==> src/rtl/progseq_pkg.sv <==
package progseq_pkg;

  // Effective control event chosen for a cycle
  typedef enum logic [2:0] {
    OP_HOLD  = 3'd0,
    OP_STEP  = 3'd1,
    OP_JUMP  = 3'd2,
    OP_CALL  = 3'd3,
    OP_ADDPC = 3'd4,
    OP_MOVPC = 3'd5,
    OP_IRQ   = 3'd6,
    OP_RETI  = 3'd7
  } op_e;

  function automatic logic is_page_commit(input op_e op);
    return (op == OP_JUMP) || (op == OP_CALL) ||
           (op == OP_ADDPC) || (op == OP_MOVPC);
  endfunction

endpackage

==> src/rtl/progseq_ctl.sv <==
module progseq_ctl
  import progseq_pkg::*;
(
  input  logic step,
  input  logic jump,
  input  logic call,
  input  logic pc_add,
  input  logic pc_mov,
  input  logic irq,
  input  logic reti,
  input  logic busy,
  output logic irq_take,
  output logic reti_take,
  output op_e  op
);

  assign irq_take  = irq & ~busy;
  assign reti_take = reti & busy;

  always_comb begin
    if (irq_take)       op = OP_IRQ;
    else if (reti_take) op = OP_RETI;
    else if (jump)      op = OP_JUMP;
    else if (call)      op = OP_CALL;
    else if (pc_add)    op = OP_ADDPC;
    else if (pc_mov)    op = OP_MOVPC;
    else if (step)      op = OP_STEP;
    else                op = OP_HOLD;
  end

endmodule

==> src/rtl/progseq_lopc.sv <==
module progseq_lopc
  import progseq_pkg::*;
#(
  parameter int LO_W = 10,
  parameter int DW   = 8,
  parameter int VEC  = 8
) (
  input  logic            clk,
  input  logic            rst,
  input  op_e             op,
  input  logic [LO_W-1:0] target,
  input  logic [DW-1:0]   operand,
  input  logic [LO_W-1:0] ret_lo,
  output logic [LO_W-1:0] lo,
  output logic [LO_W-1:0] lo_seq
);

  localparam logic [LO_W-1:0] VEC_LO = LO_W'(VEC);

  function automatic logic [LO_W-1:0] f_inc(input logic [LO_W-1:0] v);
    return v + 1'b1;
  endfunction

  function automatic logic [LO_W-1:0] f_add(input logic [LO_W-1:0] v,
                                            input logic [DW-1:0]   b);
    return v + LO_W'(b);
  endfunction

  logic [LO_W-1:0] mov_val;

  generate
    if (LO_W > DW) begin : g_mov_wide
      assign mov_val = {lo[LO_W-1:DW], operand};
    end else begin : g_mov_narrow
      assign mov_val = operand[LO_W-1:0];
    end
  endgenerate

  assign lo_seq = f_inc(lo);

  always_ff @(posedge clk) begin
    if (rst) begin
      lo <= '0;
    end else begin
      case (op)
        OP_IRQ:           lo <= VEC_LO;
        OP_RETI:          lo <= ret_lo;
        OP_JUMP, OP_CALL: lo <= target;
        OP_ADDPC:         lo <= f_add(lo, operand);
        OP_MOVPC:         lo <= mov_val;
        OP_STEP:          lo <= lo_seq;
        default:          lo <= lo;
      endcase
    end
  end

endmodule

==> src/rtl/progseq_page.sv <==
module progseq_page
  import progseq_pkg::*;
#(
  parameter int PAGE_W = 4
) (
  input  logic              clk,
  input  logic              rst,
  input  op_e               op,
  input  logic [PAGE_W-1:0] ps_sel,
  input  logic [PAGE_W-1:0] ret_page,
  output logic [PAGE_W-1:0] page,
  output logic              commit
);

  assign commit = is_page_commit(op);

  always_ff @(posedge clk) begin
    if (rst)                page <= '0;
    else if (op == OP_IRQ)  page <= '0;
    else if (op == OP_RETI) page <= ret_page;
    else if (commit)        page <= ps_sel;
  end

endmodule

==> src/rtl/progseq_shadow.sv <==
module progseq_shadow #(
  parameter int LO_W   = 10,
  parameter int PAGE_W = 4,
  parameter int DW     = 8
) (
  input  logic              clk,
  input  logic              rst,
  input  logic              capture,
  input  logic              release_i,
  input  logic [DW-1:0]     acc_in,
  input  logic [DW-1:0]     stat_in,
  input  logic [DW-1:0]     pagereg_in,
  input  logic [LO_W-1:0]   save_lo,
  input  logic [PAGE_W-1:0] save_page,
  output logic              valid,
  output logic              restore_vld,
  output logic [LO_W-1:0]   ret_lo,
  output logic [PAGE_W-1:0] ret_page,
  output logic [DW-1:0]     sh_acc,
  output logic [DW-1:0]     sh_stat,
  output logic [DW-1:0]     sh_page
);

  always_ff @(posedge clk) begin
    if (rst) begin
      valid       <= 1'b0;
      restore_vld <= 1'b0;
      ret_lo      <= '0;
      ret_page    <= '0;
      sh_acc      <= '0;
      sh_stat     <= '0;
      sh_page     <= '0;
    end else begin
      restore_vld <= release_i;
      if (capture) begin
        valid    <= 1'b1;
        ret_lo   <= save_lo;
        ret_page <= save_page;
        sh_acc   <= acc_in;
        sh_stat  <= stat_in;
        sh_page  <= pagereg_in;
      end else if (release_i) begin
        valid <= 1'b0;
      end
    end
  end

endmodule

==> src/rtl/progseq.sv <==
module progseq
  import progseq_pkg::*;
#(
  parameter int LO_W   = 10,
  parameter int PAGE_W = 4,
  parameter int DW     = 8,
  parameter int VEC    = 8,
  localparam int AW    = PAGE_W + LO_W
) (
  input  logic              clk,
  input  logic              rst,
  input  logic              step,
  input  logic              jump,
  input  logic              call,
  input  logic              pc_add,
  input  logic              pc_mov,
  input  logic              irq,
  input  logic              reti,
  input  logic [LO_W-1:0]   target,
  input  logic [DW-1:0]     operand,
  input  logic [DW-1:0]     acc_in,
  input  logic [DW-1:0]     stat_in,
  input  logic [DW-1:0]     pagereg_in,
  output logic [AW-1:0]     prog_addr,
  output logic              in_isr,
  output logic              restore_vld,
  output logic [DW-1:0]     restore_acc,
  output logic [DW-1:0]     restore_stat,
  output logic [DW-1:0]     restore_pagereg
);

  op_e               op;
  logic              irq_take;
  logic              reti_take;
  logic              page_commit;
  logic [LO_W-1:0]   lo;
  logic [LO_W-1:0]   lo_seq;
  logic [LO_W-1:0]   ret_lo;
  logic [PAGE_W-1:0] page;
  logic [PAGE_W-1:0] ret_page;
  logic [PAGE_W-1:0] ps_sel;

  assign ps_sel = pagereg_in[PAGE_W-1:0];

  progseq_ctl u_ctl (
    .step      (step),
    .jump      (jump),
    .call      (call),
    .pc_add    (pc_add),
    .pc_mov    (pc_mov),
    .irq       (irq),
    .reti      (reti),
    .busy      (in_isr),
    .irq_take  (irq_take),
    .reti_take (reti_take),
    .op        (op)
  );

  progseq_lopc #(.LO_W(LO_W), .DW(DW), .VEC(VEC)) u_lopc (
    .clk     (clk),
    .rst     (rst),
    .op      (op),
    .target  (target),
    .operand (operand),
    .ret_lo  (ret_lo),
    .lo      (lo),
    .lo_seq  (lo_seq)
  );

  progseq_page #(.PAGE_W(PAGE_W)) u_page (
    .clk      (clk),
    .rst      (rst),
    .op       (op),
    .ps_sel   (ps_sel),
    .ret_page (ret_page),
    .page     (page),
    .commit   (page_commit)
  );

  progseq_shadow #(.LO_W(LO_W), .PAGE_W(PAGE_W), .DW(DW)) u_shadow (
    .clk         (clk),
    .rst         (rst),
    .capture     (irq_take),
    .release_i   (reti_take),
    .acc_in      (acc_in),
    .stat_in     (stat_in),
    .pagereg_in  (pagereg_in),
    .save_lo     (lo_seq),
    .save_page   (page),
    .valid       (in_isr),
    .restore_vld (restore_vld),
    .ret_lo      (ret_lo),
    .ret_page    (ret_page),
    .sh_acc      (restore_acc),
    .sh_stat     (restore_stat),
    .sh_page     (restore_pagereg)
  );

  assign prog_addr = {page, lo};

endmodule

==> config.mk <==
export PLATFORM = sky130hd
export DESIGN_NAME = progseq
export DESIGN_NICKNAME = d
export VERILOG_FILES = /design/src/rtl/progseq_pkg.sv /design/src/rtl/progseq_ctl.sv /design/src/rtl/progseq_lopc.sv /design/src/rtl/progseq_page.sv /design/src/rtl/progseq_shadow.sv /design/src/rtl/progseq.sv
export SDC_FILE = /design/constraint.sdc
export NUM_CORES = 1
export LEC_CHECK = 0
export BUFFER_PORTS_ARGS = -buffer_cell sky130_fd_sc_hd__buf_2
export CORE_MARGIN = 2
export CORE_UTILIZATION = 46
export DETAILED_ROUTE_END_ITERATION = 7
export GPL_TIMING_DRIVEN = 0
export PLACE_DENSITY = 0.85
export SYNTH_ARGS = -nofsm -noshare
export SYNTH_HDL_FRONTEND = slang
export SYNTH_SLANG_ARGS = --single-unit
export TNS_END_PERCENT = 1
==> constraint.sdc <==
create_clock -name clk -period 1.8 [get_ports clk]
set_input_delay 0.09 -clock clk [delete_from_list [all_inputs] [get_ports clk]]
set_output_delay 0.09 -clock clk [all_outputs]
set_load 0.05 [all_outputs]
# After elaboration in Yosys (flattened, before gate mapping)
# Cells that the tools add are included.
dict set report word_totals {
  reg_bits 54
}
dict set report classes {
  n_addsub 2
  eq_ne 7
  mux 12
  bitwise_logic 4
  n_reduce_logical 10
}
# cell count
set ops {}
lappend ops {{case mux 10 bit (6 select lines)} 1}
lappend ops {{2-to-1 mux 3 bit} 6}
lappend ops {{== test 3 bit (second input constant)} 4}
lappend ops {{adder 10 x 1 -> 10 bit (second input constant)} 1}
lappend ops {{adder 10 x 8 -> 10 bit} 1}
lappend ops {{2-to-1 mux 4 bit} 2}
lappend ops {{== test 3 x 2 -> 1 bit (second input constant)} 2}
lappend ops {{nonzero test 6 bit} 1}
lappend ops {{nonzero test 5 bit} 1}
lappend ops {{nonzero test 2 bit} 2}
lappend ops {{OR reduction 2 bit} 2}
lappend ops {{== test 3 x 1 -> 1 bit (second input constant)} 1}
lappend ops {{logical OR 1 bit} 3}
lappend ops {{2-to-1 mux 1 bit} 3}
lappend ops {{AND 1 bit} 2}
lappend ops {{NOT 1 bit} 2}
lappend ops {{AND reduction 2 bit} 1}

# Depth between registers and ports, before layout
dict set report depth {
  ltp_word 13
  depth_mapped 8
  depth_no_buf 8
}

# Cells and area by module
# From an unflattened synthesis, not the netlist that was laid out.
dict set report unflattened {
  cells_unflattened 341
  area_unflattened_um2 3090.5
}
# mod instances cells_per_inst area_per_inst_um2 seq_area_each_um2
set modules_own_cells {}
lappend modules_own_cells {progseq_shadow 1 129 1426.4 800.8}
lappend modules_own_cells {progseq_lopc 1 171 1331.3 200.2}
lappend modules_own_cells {progseq_page 1 30 267.8 80.1}
lappend modules_own_cells {progseq_ctl 1 11 65.1 0.0}

# Worst setup path before layout
# OpenSTA, ideal clock, no wires.
dict set report synth_path {
  path_kind {reg-to-reg}
  start {reg u_lopc.lo[0]}
  end {reg u_lopc.lo[8]}
  arrival_ns 2.189
  setup_slack_ns -0.508
  path_stages_with_launch 9
  path_buffers 0
  period_less_slack_ns 2.308
  path_cell_list {dfxtp_1 ha_1 inv_1 fa_1 nor2b_1 o211ai_1 a21oi_1 xor2_1 a211o_1}
}
dict set report synth_between {
  elab_chain_cells 2
  word_cells_on_any_way 3
  cone_classes {add/sub: 2; mux: 1}
}
# element line_no
set synth_lines {}
lappend synth_lines {{start: declaration} progseq_lopc.sv:14} ;# output logic [LO_W-1:0] lo,
lappend synth_lines {{start signal: assignment} progseq_lopc.sv:47} ;# OP_RETI: lo <= ret_lo;
lappend synth_lines {{start signal: assignment} progseq_lopc.sv:48} ;# OP_JUMP, OP_CALL: lo <= target;
lappend synth_lines {{start signal: assignment} progseq_lopc.sv:49} ;# OP_ADDPC: lo <= f_add(lo, operand);
lappend synth_lines {{adder 10 x 1 -> 10 bit or adder 10 x 8 -> 10 bit (tied branches)} {progseq_lopc.sv:21, progseq_lopc.sv:26}}
lappend synth_lines {{case mux 10 bit (6 select lines) (*)} progseq_lopc.sv:45} ;# case (op)
# Mark *: on every way between the ends. The rest lies on a longest branch, timed or not.
# A chain may end at the register's enable or synchronous reset.

# Worst setup path after layout
dict set report layout_path {
  start {reg u_lopc.lo[5]}
  end {reg u_lopc.lo[8]}
}
# The elaborated chain is that of the path after synthesis.

==> impl.org <==
** Placement
- Weighted congestion at the end of routability-driven global placement :: 0.930
- DP HPWL :: 6110 um
- The number of placed instances, taps included, is 539.
- Setup Slack @ Placement :: -176 ps
- Placed cell area :: 3490 sq um
- Buffers placed on the I/O ports in this run total 90.

** CTS
- Number of buffers created by CTS :: 5
- Count of H-tree levels built during CTS :: 2
- Root buf cell :: sky130_fd_sc_hd__clkbuf_8
- TritonCTS built the clock tree.
- The clock passes through at most 2 buffers.
- Register clock-pin slew on the reported worst setup and hold paths :: 100 ps
- Num Clock Sinks :: 54
- Skew-Pair Late Insertion Delay :: 310 ps

** Timing
- The count of final hold-check violations is 0.
- RSZ-0062 raised after global routing :: true
- Once routing completed, OpenROAD measured the worst setup slack at -53.5 ps.
- At the pin with the least slew margin, the transition time is 758 ps.
- For the final database, setup skew stands at 10.4 ps.
- Maximum clock rate :: 540 MHz
- Setup violations remaining at the end of the flow were counted as 4.
- Post-route minimum period :: 1850 ps
- Setup TNS Final :: -97.0 ps
- Dividing the final minimum period by the clock period gives 1.03.
- Final Max Tran Viols :: 0
- Worst-case headroom to the max-slew limit :: 0.489

** Yosys
- Unique cell type count in the Yosys netlist :: 53
- After synthesis, the share of flip-flops with an asynchronous set or reset is 0.
- Synthesis warning total :: 0
- Counting every net in the synthesized netlist gives 433.
- Of the synthesized area, sequential elements account for 0.370.
- Primary FF master, synth :: sky130_fd_sc_hd__dfxtp_1
- Gate count after technology mapping :: 372
- The synthesized design contains 54 register bits.
- The mapped netlist covers 2920 sq um.
- Counting flops with a built-in enable in the synthesized netlist gives 0.
- The average instance in the mapped netlist occupies 7.84 sq um.

** Power and ir drop
- The internal portion of the total power is 0.00191 W.
- Pwr Density :: 790 nW/um^2
- Combinational fraction of design power :: 0.277
- The share of total power dissipated in sequential elements is 0.457.
- Worst VDD drop :: 0.509 mV
- Of the total power, the clock network draws 0.266.
- Switching power :: 0.00101 W
- Net switching share of the total power :: 0.346
- Leakage power total :: 1.61 nW

** Setup path
- Worst EP required :: 2010 ps
- Endpoint kind of the worst setup timing path :: flop
- The worst setup path is of the reg -> reg kind.
- End of the worst register-to-register path :: u_lopc.lo[8]
- In this run the worst path has a maximum fanout of 8.
- Data on the critical path arrives at its endpoint at 2070 ps.
- For flop-to-flop paths, the worst setup slack is -50 ps.
- The critical path starts at u_lopc.lo[5].
- STA classifies the critical path startpoint as a flop.
- In this run the critical register-to-register path is launched from u_lopc.lo[5].
- Depth of the worst register-to-register path :: 6

** Global route
- First-pass GRT wire length :: 13600 um
- Maximum number of pins on one net before global-route repair :: 18
- Via count of the first global-routing pass :: 2875
- Number of antenna violations at the first check in global routing :: 0
- Aggregate global-route resource usage :: 0.234
- Grt total ovfl :: 0

** Layout
- Antenna diodes :: 0
- Total number of nets in the final design :: 535
- The finished cells cover 3690 sq um.
- Fraction of layout cells with a size suffix above 1 :: 0.288
- From synthesis to final layout, the design area changed by 26.4%.
- Leaving out filler cells and counting taps, the final layout contains 552.
- Final design utilization :: 0.591
- Leaving out fill and tap cells, the most frequent cell in the layout is sky130_fd_sc_hd__buf_2.
- The library cells used most frequently in the layout, excluding fill and tap cells, are sky130_fd_sc_hd__buf_2, sky130_fd_sc_hd__nand2_1, sky130_fd_sc_hd__dfxtp_1.

** Worst hold path
- Cell depth of the worst hold path :: 3
- Hold EP :: u_shadow.sh_stat[3]
- Worst min-delay path class :: in -> reg
- Worst hold path startpoint :: stat_in[3]

** Floorplanning
- The die is 83.6 um tall.
- For this configuration, the core starts out at a cell density of 0.468.
- Area of the placeable core :: 6240 sq um
- The floorplan step set the die width to 83.6 um.
- 91 I/O pins were placed.
- Count of standard-cell rows :: 29
- The die covers 7000 sq um.

** Route
- Vias after detailed routing :: 3118
- Routed wire length :: 8290 um
- In this run, the number of DRC markers left after iteration 0 of detailed routing was 244.
- Avg WL per Cell :: 15.0 um
- After detailed routing, the number of remaining DRC violations is 0.
- Once detail routing completed, the nets flagged for antenna violations numbered 0.
- DR vias/cell :: 5.65
- TritonRoute pass-1 iters :: 5

** Flow run
- The tool flagged a number of max-cap violations equal to 0.

** Outcome
- Result of the run :: finished with violations
- The final reports fail on setup timing.
-- per-layer routing --
layer	up-vias	share of wire	GRT usage
met5	-	0	0
met4	0	0.017	0.0601
met3	18	0.080	0.0544
met2	141	0.46	0.383
met1	1442	0.44	0.313
li1	1517	-	-
-- stage by stage --
| stage | total power [W] | hold WS (ps) |
|---|---|---|
| after floorplan | 0.00190 | 226 |
| after global placement | 0.00210 | 330 |
| after detailed placement | 0.00212 | 336 |
| after CTS | 0.00291 | 0.440 |
| after global routing | 0.00305 | 0.841 |
| final | 0.00291 | 3.70 |
-- critical path, cell delays in order (launching register included) --
cell	delay (ps)
sky130_fd_sc_hd__dfxtp_2	430
sky130_fd_sc_hd__ha_1	320
sky130_fd_sc_hd__or4_1	410
sky130_fd_sc_hd__o21ai_0	80
sky130_fd_sc_hd__a21oi_1	70
sky130_fd_sc_hd__xor2_1	160
sky130_fd_sc_hd__a211o_1	280
-- logic make-up after synthesis --
logic type,share of synthesized area
fa+ha+maj,0.0455
xor+xnor,0.0390
simple gates,0.256
buf+inv,0.0455
mux,0.0274
compound gates,0.216
flops,0.370
-- how the worst max path moves through the flow --
stage / to / slack, ps / cells past startpoint
2_1_floorplan: u_lopc.lo[8] / -100 / 6
5_1_grt: u_lopc.lo[8] / -130 / 8
3_5_place_dp: u_lopc.lo[8] / -180 / 8
4_1_cts: u_lopc.lo[8] / -60 / 8
3_3_place_gp: u_lopc.lo[8] / -150 / 8
6_report: u_lopc.lo[8] / -50 / 6
-- sequential cells by signal (all words and copies together) (netlist names) --
signal	flops
u_lopc.lo	10
u_page.page	4
u_shadow.restore_vld	1
u_shadow.ret_lo	10
u_shadow.ret_page	4
u_shadow.sh_acc	8
u_shadow.sh_page	8
u_shadow.sh_stat	8
u_shadow.valid	1
-- final cells by class --
class                      count  area, sq um
fill                         581         2550
multi-input combinational    288         1760
sequential                    54         1090
timing repair buffer          95          495
buffer                        25          114
tap                           77         96.3
clock buffer                   6         93.8
inverter                       5         18.8
clock inverter                 2         15.0
-- cell usage after synthesis, types with 7 or more instances --
master / count / area, sq um
sky130_fd_sc_hd__mux2i_1: 8 / 80.1
sky130_fd_sc_hd__ha_1: 9 / 113
sky130_fd_sc_hd__nor2_1: 25 / 93.8
sky130_fd_sc_hd__nand2_1: 84 / 315
sky130_fd_sc_hd__buf_2: 10 / 50.1
sky130_fd_sc_hd__clkbuf_1: 12 / 45.0
sky130_fd_sc_hd__nor3_1: 7 / 35.0
sky130_fd_sc_hd__xnor2_1: 7 / 61.3
sky130_fd_sc_hd__o21ai_0: 13 / 65.1
sky130_fd_sc_hd__a21oi_1: 41 / 205
sky130_fd_sc_hd__a211oi_1: 9 / 67.6
sky130_fd_sc_hd__dfxtp_1: 54 / 1080
-- repair_timing --
item,4_1_cts,5_1_grt
endpoints found under the setup margin,4,11
hold buffers,2,1
gates resized for setup,6,5
pin swaps,2,3
cloned,0,0
buffers inserted,2,0
endpoints found under the hold margin,2,1
-- power groups by stage --
| stage | logic [W] | registers [W] | clock network [W] |
|---|---|---|---|
| after floorplan | 0.000359 | 0.00154 | 0 |
| after global placement | 0.000748 | 0.00135 | 0 |
| after detailed placement | 0.000765 | 0.00136 | 0 |
| after CTS | 0.000793 | 0.00133 | 0.000785 |
| after global routing | 0.000870 | 0.00134 | 0.000836 |
| final | 0.000807 | 0.00133 | 0.000775 |
Power figures use the tool's default switching activity.
